[config.mk]
export PLATFORM = sky130hd
export DESIGN_NAME = dsp_mac_unit
export DESIGN_NICKNAME = d
export VERILOG_FILES = /design/src/rtl/dmac_pkg.sv /design/src/rtl/dmac_opsel.sv /design/src/rtl/dmac_mult.sv /design/src/rtl/dmac_sat.sv /design/src/rtl/dmac_ctrl.sv /design/src/rtl/dsp_mac_unit.sv
export SDC_FILE = /design/constraint.sdc
export NUM_CORES = 1
export LEC_CHECK = 0
export BUFFER_PORTS_ARGS = -buffer_cell sky130_fd_sc_hd__buf_4
export CORE_MARGIN = 1.5
export CORE_UTILIZATION = 50
export DETAILED_ROUTE_END_ITERATION = 10
export GPL_TIMING_DRIVEN = 0
export PLACE_DENSITY_LB_ADDON = 0.12
export SYNTH_ARGS = -nofsm -noshare
export SYNTH_HDL_FRONTEND = slang
export SYNTH_SLANG_ARGS = --single-unit
[constraint.sdc]
create_clock -name clk -period 12.6 [get_ports clk]
set_clock_uncertainty 0.2 [all_clocks]
set_input_delay 0.63 -clock clk [delete_from_list [all_inputs] [get_ports clk]]
set_output_delay 0.63 -clock clk [all_outputs]
set_load 0.02 [all_outputs]
[src/rtl/dmac_pkg.sv]
package dmac_pkg;

    typedef enum logic [1:0] {
        ST_IDLE  = 2'd0,
        ST_ACCUM = 2'd1,
        ST_WBACK = 2'd2
    } dmac_state_e;

endpackage

[src/rtl/dmac_opsel.sv]
module dmac_opsel #(
    parameter int HALF_W = 16
) (
    input  logic [2*HALF_W-1:0]       word,
    input  logic                      take_hi,
    output logic signed [HALF_W-1:0]  half
);
    always_comb begin
        if (take_hi) begin
            half = word[2*HALF_W-1:HALF_W];
        end else begin
            half = word[HALF_W-1:0];
        end
    end
endmodule

[src/rtl/dmac_mult.sv]
module dmac_mult #(
    parameter int HALF_W = 16
) (
    input  logic signed [HALF_W-1:0]   mul_x,
    input  logic signed [HALF_W-1:0]   mul_y,
    output logic signed [2*HALF_W-1:0] mul_p
);
    always_comb begin
        mul_p = mul_x * mul_y;
    end
endmodule

[src/rtl/dmac_sat.sv]
module dmac_sat #(
    parameter int IN_W  = 40,
    parameter int OUT_W = 32
) (
    input  logic signed [IN_W-1:0] sum_in,
    output logic [OUT_W-1:0]       sat_out,
    output logic                   clamped
);
    localparam int TOP_W = IN_W - OUT_W + 1;

    logic [TOP_W-1:0] top_bits;

    always_comb begin
        top_bits = sum_in[IN_W-1:OUT_W-1];
        clamped  = !((top_bits == '0) || (top_bits == '1));
        if (!clamped) begin
            sat_out = sum_in[OUT_W-1:0];
        end else if (sum_in[IN_W-1]) begin
            sat_out = {1'b1, {(OUT_W-1){1'b0}}};
        end else begin
            sat_out = {1'b0, {(OUT_W-1){1'b1}}};
        end
    end
endmodule

[src/rtl/dmac_ctrl.sv]
module dmac_ctrl
    import dmac_pkg::*;
(
    input  logic        clk,
    input  logic        rst_n,
    input  logic        mac_go,
    input  logic        fin_go,
    output dmac_state_e cur_state,
    output logic        wb_fire
);
    dmac_state_e nxt_state;

    always_ff @(posedge clk) begin
        if (!rst_n) begin
            cur_state <= ST_IDLE;
        end else begin
            cur_state <= nxt_state;
        end
    end

    always_comb begin
        nxt_state = cur_state;
        if (fin_go) begin
            nxt_state = ST_WBACK;
        end else begin
            unique case (cur_state)
                ST_IDLE:  nxt_state = mac_go ? ST_ACCUM : ST_IDLE;
                ST_ACCUM: nxt_state = ST_ACCUM;
                ST_WBACK: nxt_state = mac_go ? ST_ACCUM : ST_IDLE;
                default:  nxt_state = ST_IDLE;
            endcase
        end
    end

    always_comb begin
        wb_fire = (cur_state == ST_WBACK);
    end
endmodule

[src/rtl/dsp_mac_unit.sv]
module dsp_mac_unit
    import dmac_pkg::*;
#(
    parameter int HALF_W  = 16,
    parameter int GUARD_W = 8,
    parameter int REG_AW  = 5
) (
    input  logic                   clk,
    input  logic                   rst_n,
    input  logic                   mac_valid,
    input  logic                   clear_acc,
    input  logic                   hi_sel_a,
    input  logic                   hi_sel_b,
    input  logic [2*HALF_W-1:0]    opnd_a,
    input  logic [2*HALF_W-1:0]    opnd_b,
    input  logic                   finish,
    input  logic [REG_AW-1:0]      dest_idx,
    output logic                   wb_valid,
    output logic [REG_AW-1:0]      wb_addr,
    output logic [2*HALF_W-1:0]    wb_data,
    output logic                   sat_sticky
);
    localparam int DATA_W = 2 * HALF_W;
    localparam int PROD_W = 2 * HALF_W;
    localparam int ACC_W  = PROD_W + GUARD_W;
    localparam int N_OPND = 2;

    logic [N_OPND-1:0][DATA_W-1:0] opnd_word;
    logic [N_OPND-1:0]             opnd_hi;
    logic signed [HALF_W-1:0]      opnd_half [N_OPND];

    logic signed [PROD_W-1:0]      product;
    logic signed [ACC_W-1:0]       product_ext;
    logic signed [ACC_W-1:0]       acc_q;
    logic signed [ACC_W-1:0]       acc_next;
    logic [DATA_W-1:0]             sat_val;
    logic                          sat_hit;
    dmac_state_e                   seq_state;

    assign opnd_word[0] = opnd_a;
    assign opnd_word[1] = opnd_b;
    assign opnd_hi[0]   = hi_sel_a;
    assign opnd_hi[1]   = hi_sel_b;

    for (genvar g = 0; g < N_OPND; g++) begin : g_sel
        dmac_opsel #(.HALF_W(HALF_W)) u_sel (
            .word    (opnd_word[g]),
            .take_hi (opnd_hi[g]),
            .half    (opnd_half[g])
        );
    end

    dmac_mult #(.HALF_W(HALF_W)) u_mult (
        .mul_x (opnd_half[0]),
        .mul_y (opnd_half[1]),
        .mul_p (product)
    );

    assign product_ext = {{GUARD_W{product[PROD_W-1]}}, product};

    // Sum seen by this cycle's finish: includes a MAC issued alongside it.
    always_comb begin
        if (clear_acc) begin
            acc_next = mac_valid ? product_ext : '0;
        end else if (mac_valid) begin
            acc_next = acc_q + product_ext;
        end else begin
            acc_next = acc_q;
        end
    end

    dmac_sat #(.IN_W(ACC_W), .OUT_W(DATA_W)) u_sat (
        .sum_in  (acc_next),
        .sat_out (sat_val),
        .clamped (sat_hit)
    );

    dmac_ctrl u_ctrl (
        .clk       (clk),
        .rst_n     (rst_n),
        .mac_go    (mac_valid),
        .fin_go    (finish),
        .cur_state (seq_state),
        .wb_fire   (wb_valid)
    );

    always_ff @(posedge clk) begin
        if (!rst_n) begin
            acc_q <= '0;
        end else if (finish) begin
            acc_q <= '0;
        end else begin
            acc_q <= acc_next;
        end
    end

    always_ff @(posedge clk) begin
        if (!rst_n) begin
            wb_addr <= '0;
            wb_data <= '0;
        end else if (finish) begin
            wb_addr <= dest_idx;
            wb_data <= sat_val;
        end
    end

    always_ff @(posedge clk) begin
        if (!rst_n) begin
            sat_sticky <= 1'b0;
        end else begin
            sat_sticky <= (sat_sticky & ~clear_acc) | (finish & sat_hit);
        end
    end

    logic unused_state;
    assign unused_state = ^seq_state;
endmodule

### Word level (Yosys, flattened, before mapping)

Cells that the tools add are included.

* $add $sub $neg: 1
* $mul: 1
* divide/modulo/power cells: 0
* order comparisons: 0
* eq/ne operators: 3
* shifts and indexed selects: 0
* mux-type cells: 10
* bitwise gates (word level): 5
* reduce and logical (&&, ||, !) cells: 6

Operators with widths (count)
* $mux 40: 3
* $mux 32: 2
* $add 40x32->40: 1
* $mul 16x16->32: 1
* $mux 16: 2
* $eq 9x9->1 const B: 1
* $logic_not 9->1: 1
* $pmux 2 s2: 1
* $reduce_or 2->1: 2
* $and 1x1->1: 2
* $eq 2x1->1 const B: 1
* $eq 2x2->1 const B: 1
* $logic_not 2->1: 1
* $mux 2: 1
* $not 1->1: 2
* $logic_not 1->1: 1
* $logic_or 1x1->1: 1
* $mux 1: 1
* $or 1x1->1: 1

* bits in registers: 80
* latch bits: 0
* memory bits (writable): 0
* memory bits (read-only): 0
* input bits: 76
* output and inout bits: 39
* logic and storage cells: 32
* memories kept: 0

### Logic depth before layout (Yosys ltp)

* depth after elaboration: 10
* depth in mapped cells: 41
* depth with buffers taken out: 35

### By module

A second synthesis with hierarchy kept.

* cell total of the unflattened synthesis: 1876
* area, all modules: 16485.8 um^2

By module, submodules not included
* dmac_mult: instances 1, cells an instance 1086, area each 9897.0 um^2, sequential area each 0.0 um^2
* dsp_mac_unit: instances 1, cells an instance 661, area each 5444.0 um^2, sequential area each 1561.5 um^2
* dmac_sat: instances 1, cells an instance 85, area each 564.3 um^2, sequential area each 0.0 um^2
* dmac_opsel: instances 2, cells an instance 18, area each 249.0 um^2, sequential area each 0.0 um^2
* dmac_ctrl: instances 1, cells an instance 8, area each 82.6 um^2, sequential area each 40.0 um^2

### Worst setup path before layout

OpenSTA, ideal clock, no wires.

* path type: input-to-reg
* start: input port hi_sel_b
* end: register wb_data[0]
* library setup time: 0.139 ns
* data arrival time: 10.418 ns
* required time: 12.261 ns
* path slack: 1.843 ns
* cell stages on the path: 37
* path buffers: 5
* cell sequence: clkbuf_1 -> buf_1 -> clkbuf_1 -> mux2i_1 -> nor2_1 -> fa_1 -> fa_1 -> fa_1 -> fa_1 -> fa_1 -> inv_1 -> fa_1 -> inv_1 -> ha_1 -> nand4_1 -> nor4_1 -> o211ai_1 -> a31oi_1 -> o221ai_1 -> a21boi_0 -> o21ai_0 -> a21oi_1 -> nor2_1 -> ha_1 -> clkbuf_1 -> nand2_1 -> o21ai_0 -> a221oi_1 -> nand2_1 -> a21oi_1 -> or3_1 -> and2_1 -> mux2i_1 -> mux2_2 -> o21ai_0 -> clkbuf_1 -> a22oi_1

* cells in the longest elaborated chain, start to end: 8
* elaborated cells on any way between the ends: 11
* classes of those cells: 1 x add/sub; 1 x mul; 1 x eq/ne; 6 x mux; 2 x reduce/logical

RTL lines
* from (decl): RTL line dsp_mac_unit.sv:13 `input logic hi_sel_b,`
* $mux 16 (*): RTL line dmac_opsel.sv:9 `if (take_hi) begin`
* $mul 16x16->32 (*): RTL line dmac_mult.sv:9 `mul_p = mul_x * mul_y;`
* $add 40x32->40: RTL line dsp_mac_unit.sv:66 `acc_next = acc_q + product_ext;`
* $mux 40: RTL line dsp_mac_unit.sv:65 `end else if (mac_valid) begin`
* $mux 40 (*): RTL line dsp_mac_unit.sv:63 `if (clear_acc) begin`
* $eq 9x9->1 or $logic_not 9->1 (tied branches): RTL line dmac_sat.sv:15 `clamped = !((top_bits == '0) || (top_bits == '1));`
* $logic_or 1x1->1: RTL line dmac_sat.sv:15
* $mux 32 (*): RTL line dmac_sat.sv:16 `if (!clamped) begin`
* to (signal assigned): RTL line dsp_mac_unit.sv:103 `wb_data <= sat_val;`
* to (decl): RTL line dsp_mac_unit.sv:20 `output logic [2*HALF_W-1:0] wb_data,`

Mark *: on every way between the ends. The rest lies on a longest branch, timed or not.
A chain may end at the register's enable or synchronous reset.

### Worst setup path after layout

* start: input port hi_sel_b
* end: register wb_data[21]

The elaborated chain is that of the path after synthesis.

==> metrics.csv <==
stage,metric,value,unit
min_path,Hold Crit Depth,1,
worst_setup_path,worst r2r path cells,14,
drt,Routed wire per std cell,18.8,um
worst_setup_path,Crit path largest cell delay,0.66,ns
yosys,sequential element share of the synthesized area,0.0987,
timing,relative slew slack,0.122,
clocking,clk slew on worst S/H paths,0.06,ns
yosys,Synth top area share,0.324,
final_layout,multi-input combinational cell area,13300,um^2
final_layout,layout cells sized above 1,0.0995,
die,num rows,65,
yosys,Synth area leader,fa_1,
yosys,Area contributors post-synth,"fa_1, dfxtp_1, ha_1",
die,full die area,33500,um^2
place,GPL Wtd Cong,0.939,
drt,DR vias/cell,5.66,
drt,detailed-route DRC error count,0,
final_layout,NumNets Final,2529,
grt,vias in the first global route,14600,
worst_setup_path,Worst EP arrival,11.78,ns
clocking,setup repair bufs after CTS,0,
clocking,clk sinks,80,
timing,RSZ-0062 raised after global routing,no,
worst_setup_path,Startpoint Class,primary input,
clocking,Root Buffer Master,clkbuf_16,
grt,GRT Total Usage,0.289,
worst_setup_path,CP Class,in -> reg,
grt,met3 usage,0.0203,
timing,min cycle time layout,11.77,ns
clocking,H-tree depth,3,
yosys,Main synth FF type,dfxtp_1,
place,pre-CTS setup slack,-0.662,ns
die,die height,183,um
yosys,Post-Syn Nets,2410,
final_layout,fillers,2961,
drt,First DRT Iteration DRCs,823,
clocking,worst skew pair latency,0.34,ns
grt,antenna violations before repair,0,
worst_setup_path,Crit-path slowest cell,o311ai_0,
clocking,clock buffer count from CTS,9,
die,DIE WIDTH,183,um
min_path,hold_sp,u_ctrl.cur_state[1],
min_path,Worst Hold Class,reg -> reg,
place,buffers added on ports,108,
final_layout,antenna fix cells,0,
final_layout,Sequential Area,1600,um^2
worst_setup_path,Setup crit start,hi_sel_b,
timing,part of the cycle the worst path needs,0.934,
die,Core ar.,31700,um^2
grt,first-pass GRT wire length,76.3,mm
worst_setup_path,worst-path fanout max,10,
timing,final hold violations,0,
grt,met1 GRT Util,0.381,
run_status,outcome,"complete, no violations",
timing,max-slew violation count,0,
yosys,Synth Cell Area,16200,um^2
grt,pin count of the biggest net entering global routing,16,
final_layout,"Area growth, synth to finish",10.6,%
worst_setup_path,R2R Path Start,acc_q[0],
drt,ANT nets after route,0,
timing,setup ws final,0.829,ns
timing,Worst-Margin Slew,1.28,ns
timing,Peak Freq,0.0850,GHz
yosys,Yosys reg bits,80,
drt,Vias,14000,
yosys,cells after synthesis,1946,
place,hpwl dp,39.8,mm
clocking,clk buf depth,2,
clocking,CTS tree,yes,
die,IO Pins,115,
grt,grt peak-use layer,met2,
yosys,mean post-synth cell area,8.34,um^2
yosys,Synth async-reset ratio,0,
worst_setup_path,Crit. End Element,register,
worst_setup_path,cell mode on critical path,fa_1,
grt,"Remaining Overflow, GRT",0,
yosys,Netlist cell types,78,
grt,grt met2 use,0.498,
drt,Initial DRT Pass Iterations,5,
yosys,"EDFF count, synth",0,
die,Initial Util,0.512,
run,Max-Cap Viols,0,
yosys,Ys Warns,0,
worst_setup_path,Critical Path RT,12.61,ns
drt,Post-Route WL,46.4,mm
timing,setup violators final,0,
-- critical path, delay by kind of cell --
family	cells	cell delay (ns)
AO/OA/AOI/OAI	11	2.86
XOR/XNOR	1	0.26
adder cells (fa/ha/maj)	8	3.71
buffers and inverters	7	1.69
multiplexers	1	0.57
AND/OR/NAND/NOR	7	2.03
-- metal layers --
layer	wire, um	up-vias
met5	0	-
met4	1890	0
met3	2290	87
met2	22000	428
met1	20300	6867
li1	-	6599
-- cells in the mapped netlist (3+ instances only) --
master,number
a21o_1,22
or4_1,4
a211oi_1,18
nor2b_1,15
or2_2,10
mux2_2,31
o21ai_0,78
nand2_1,201
a21oi_1,99
o2111ai_1,4
and4b_1,3
nand3_1,25
dfxtp_1,80
mux2i_1,43
a221oi_1,3
a22oi_1,22
nor2_1,234
nand4_1,12
o211ai_1,10
ha_1,125
o21a_1,11
nor3_1,18
xnor2_1,39
o31ai_1,7
and2_1,29
nor4_1,4
inv_1,303
o21bai_1,14
a211o_1,4
and3_1,12
a21boi_0,7
o21ai_1,7
o31a_1,3
nand3b_1,4
fa_1,263
xor2_1,16
nand2b_1,14
a31oi_1,22
buf_2,3
buf_1,5
nor3b_1,6
clkbuf_1,65
-- sequential cells by signal, indices dropped and copies added, names as in the netlist --
register / count
acc_q: 40
wb_data: 32
wb_addr: 5
u_ctrl.cur_state: 2
sat_sticky: 1
-- per-stage QoR --
step / area [um^2] / hold WS, ns / TNS, ns / instances / utilization
floorplan: 16200 / 0.204 / 0 / 1946 / -
global placement: 17500 / 0.214 / -16.70 / 2456 / 0.553
detailed placement: 17500 / 0.218 / -18.80 / 2456 / 0.553
CTS: 17900 / 0.225 / 0 / 2472 / 0.563
global route: 17900 / 0.237 / 0 / 2472 / 0.566
finish: 17900 / 0.229 / 0 / 2472 / 0.566
-- what timing repair did --
item	4_1_cts	5_1_grt
hold buffers	0	0
cloned	0	0
pin swaps	0	0
setup endpoints to repair	32	34
gates resized for setup	2	26
-- layout by cell type (no fill, tap or decap), types with 5 or more instances in the layout --
cell and count:
nor3_1 18, nor2b_1 15, and3_1 12, mux2_2 31
o21bai_1 14, inv_1 303, a22oi_1 22, o21a_1 11
o21ai_0 77, and2_1 29, nor2_1 234, o21ai_1 8
o31ai_1 6, a211oi_1 18, dfxtp_1 80, nand2b_1 14
nand2_1 201, nand3_1 25, a21oi_1 99, mux2i_1 29
a31oi_1 22, fa_1 262, clkbuf_16 9, or2_2 10
nand4_1 12, nor3b_1 6, a21boi_0 7, ha_1 125
mux2i_2 12, clkbuf_1 63, xnor2_1 39, buf_4 109
xor2_1 16, a21o_1 22, buf_2 5, o211ai_1 10
-- layout make-up --
class / instances / area share
clock inverters: 6 / 0.00509
multi-input cells: 1488 / 0.739
plain buffers: 75 / 0.0169
clock buffers: 10 / 0.0128
repair buffers: 108 / 0.0452
inverters: 303 / 0.0634
well taps: 402 / 0.0280
flip-flops and latches: 80 / 0.0892
-- worst paths after layout --
| path | slack [ns] | to |
|---|---|---|
| worst max-delay path | 0.83 | wb_data[21] |
| worst min register to register | 0.23 | u_ctrl.cur_state[0] |
| worst max register to register | 7.79 | wb_data[28] |
| worst min-delay path | 0.23 | u_ctrl.cur_state[0] |
-- logic make-up after synthesis --
logic type,Yosys count,synth area share
compound gates,366,0.147
mux,74,0.0480
simple gates,605,0.167
xor+xnor,55,0.0297
buf+inv,378,0.0884
fa+ha+maj,388,0.421
flops,80,0.0987
Power is not shown: default switching activity piles up to over one toggle a cycle in this logic, so the estimate is an artifact.
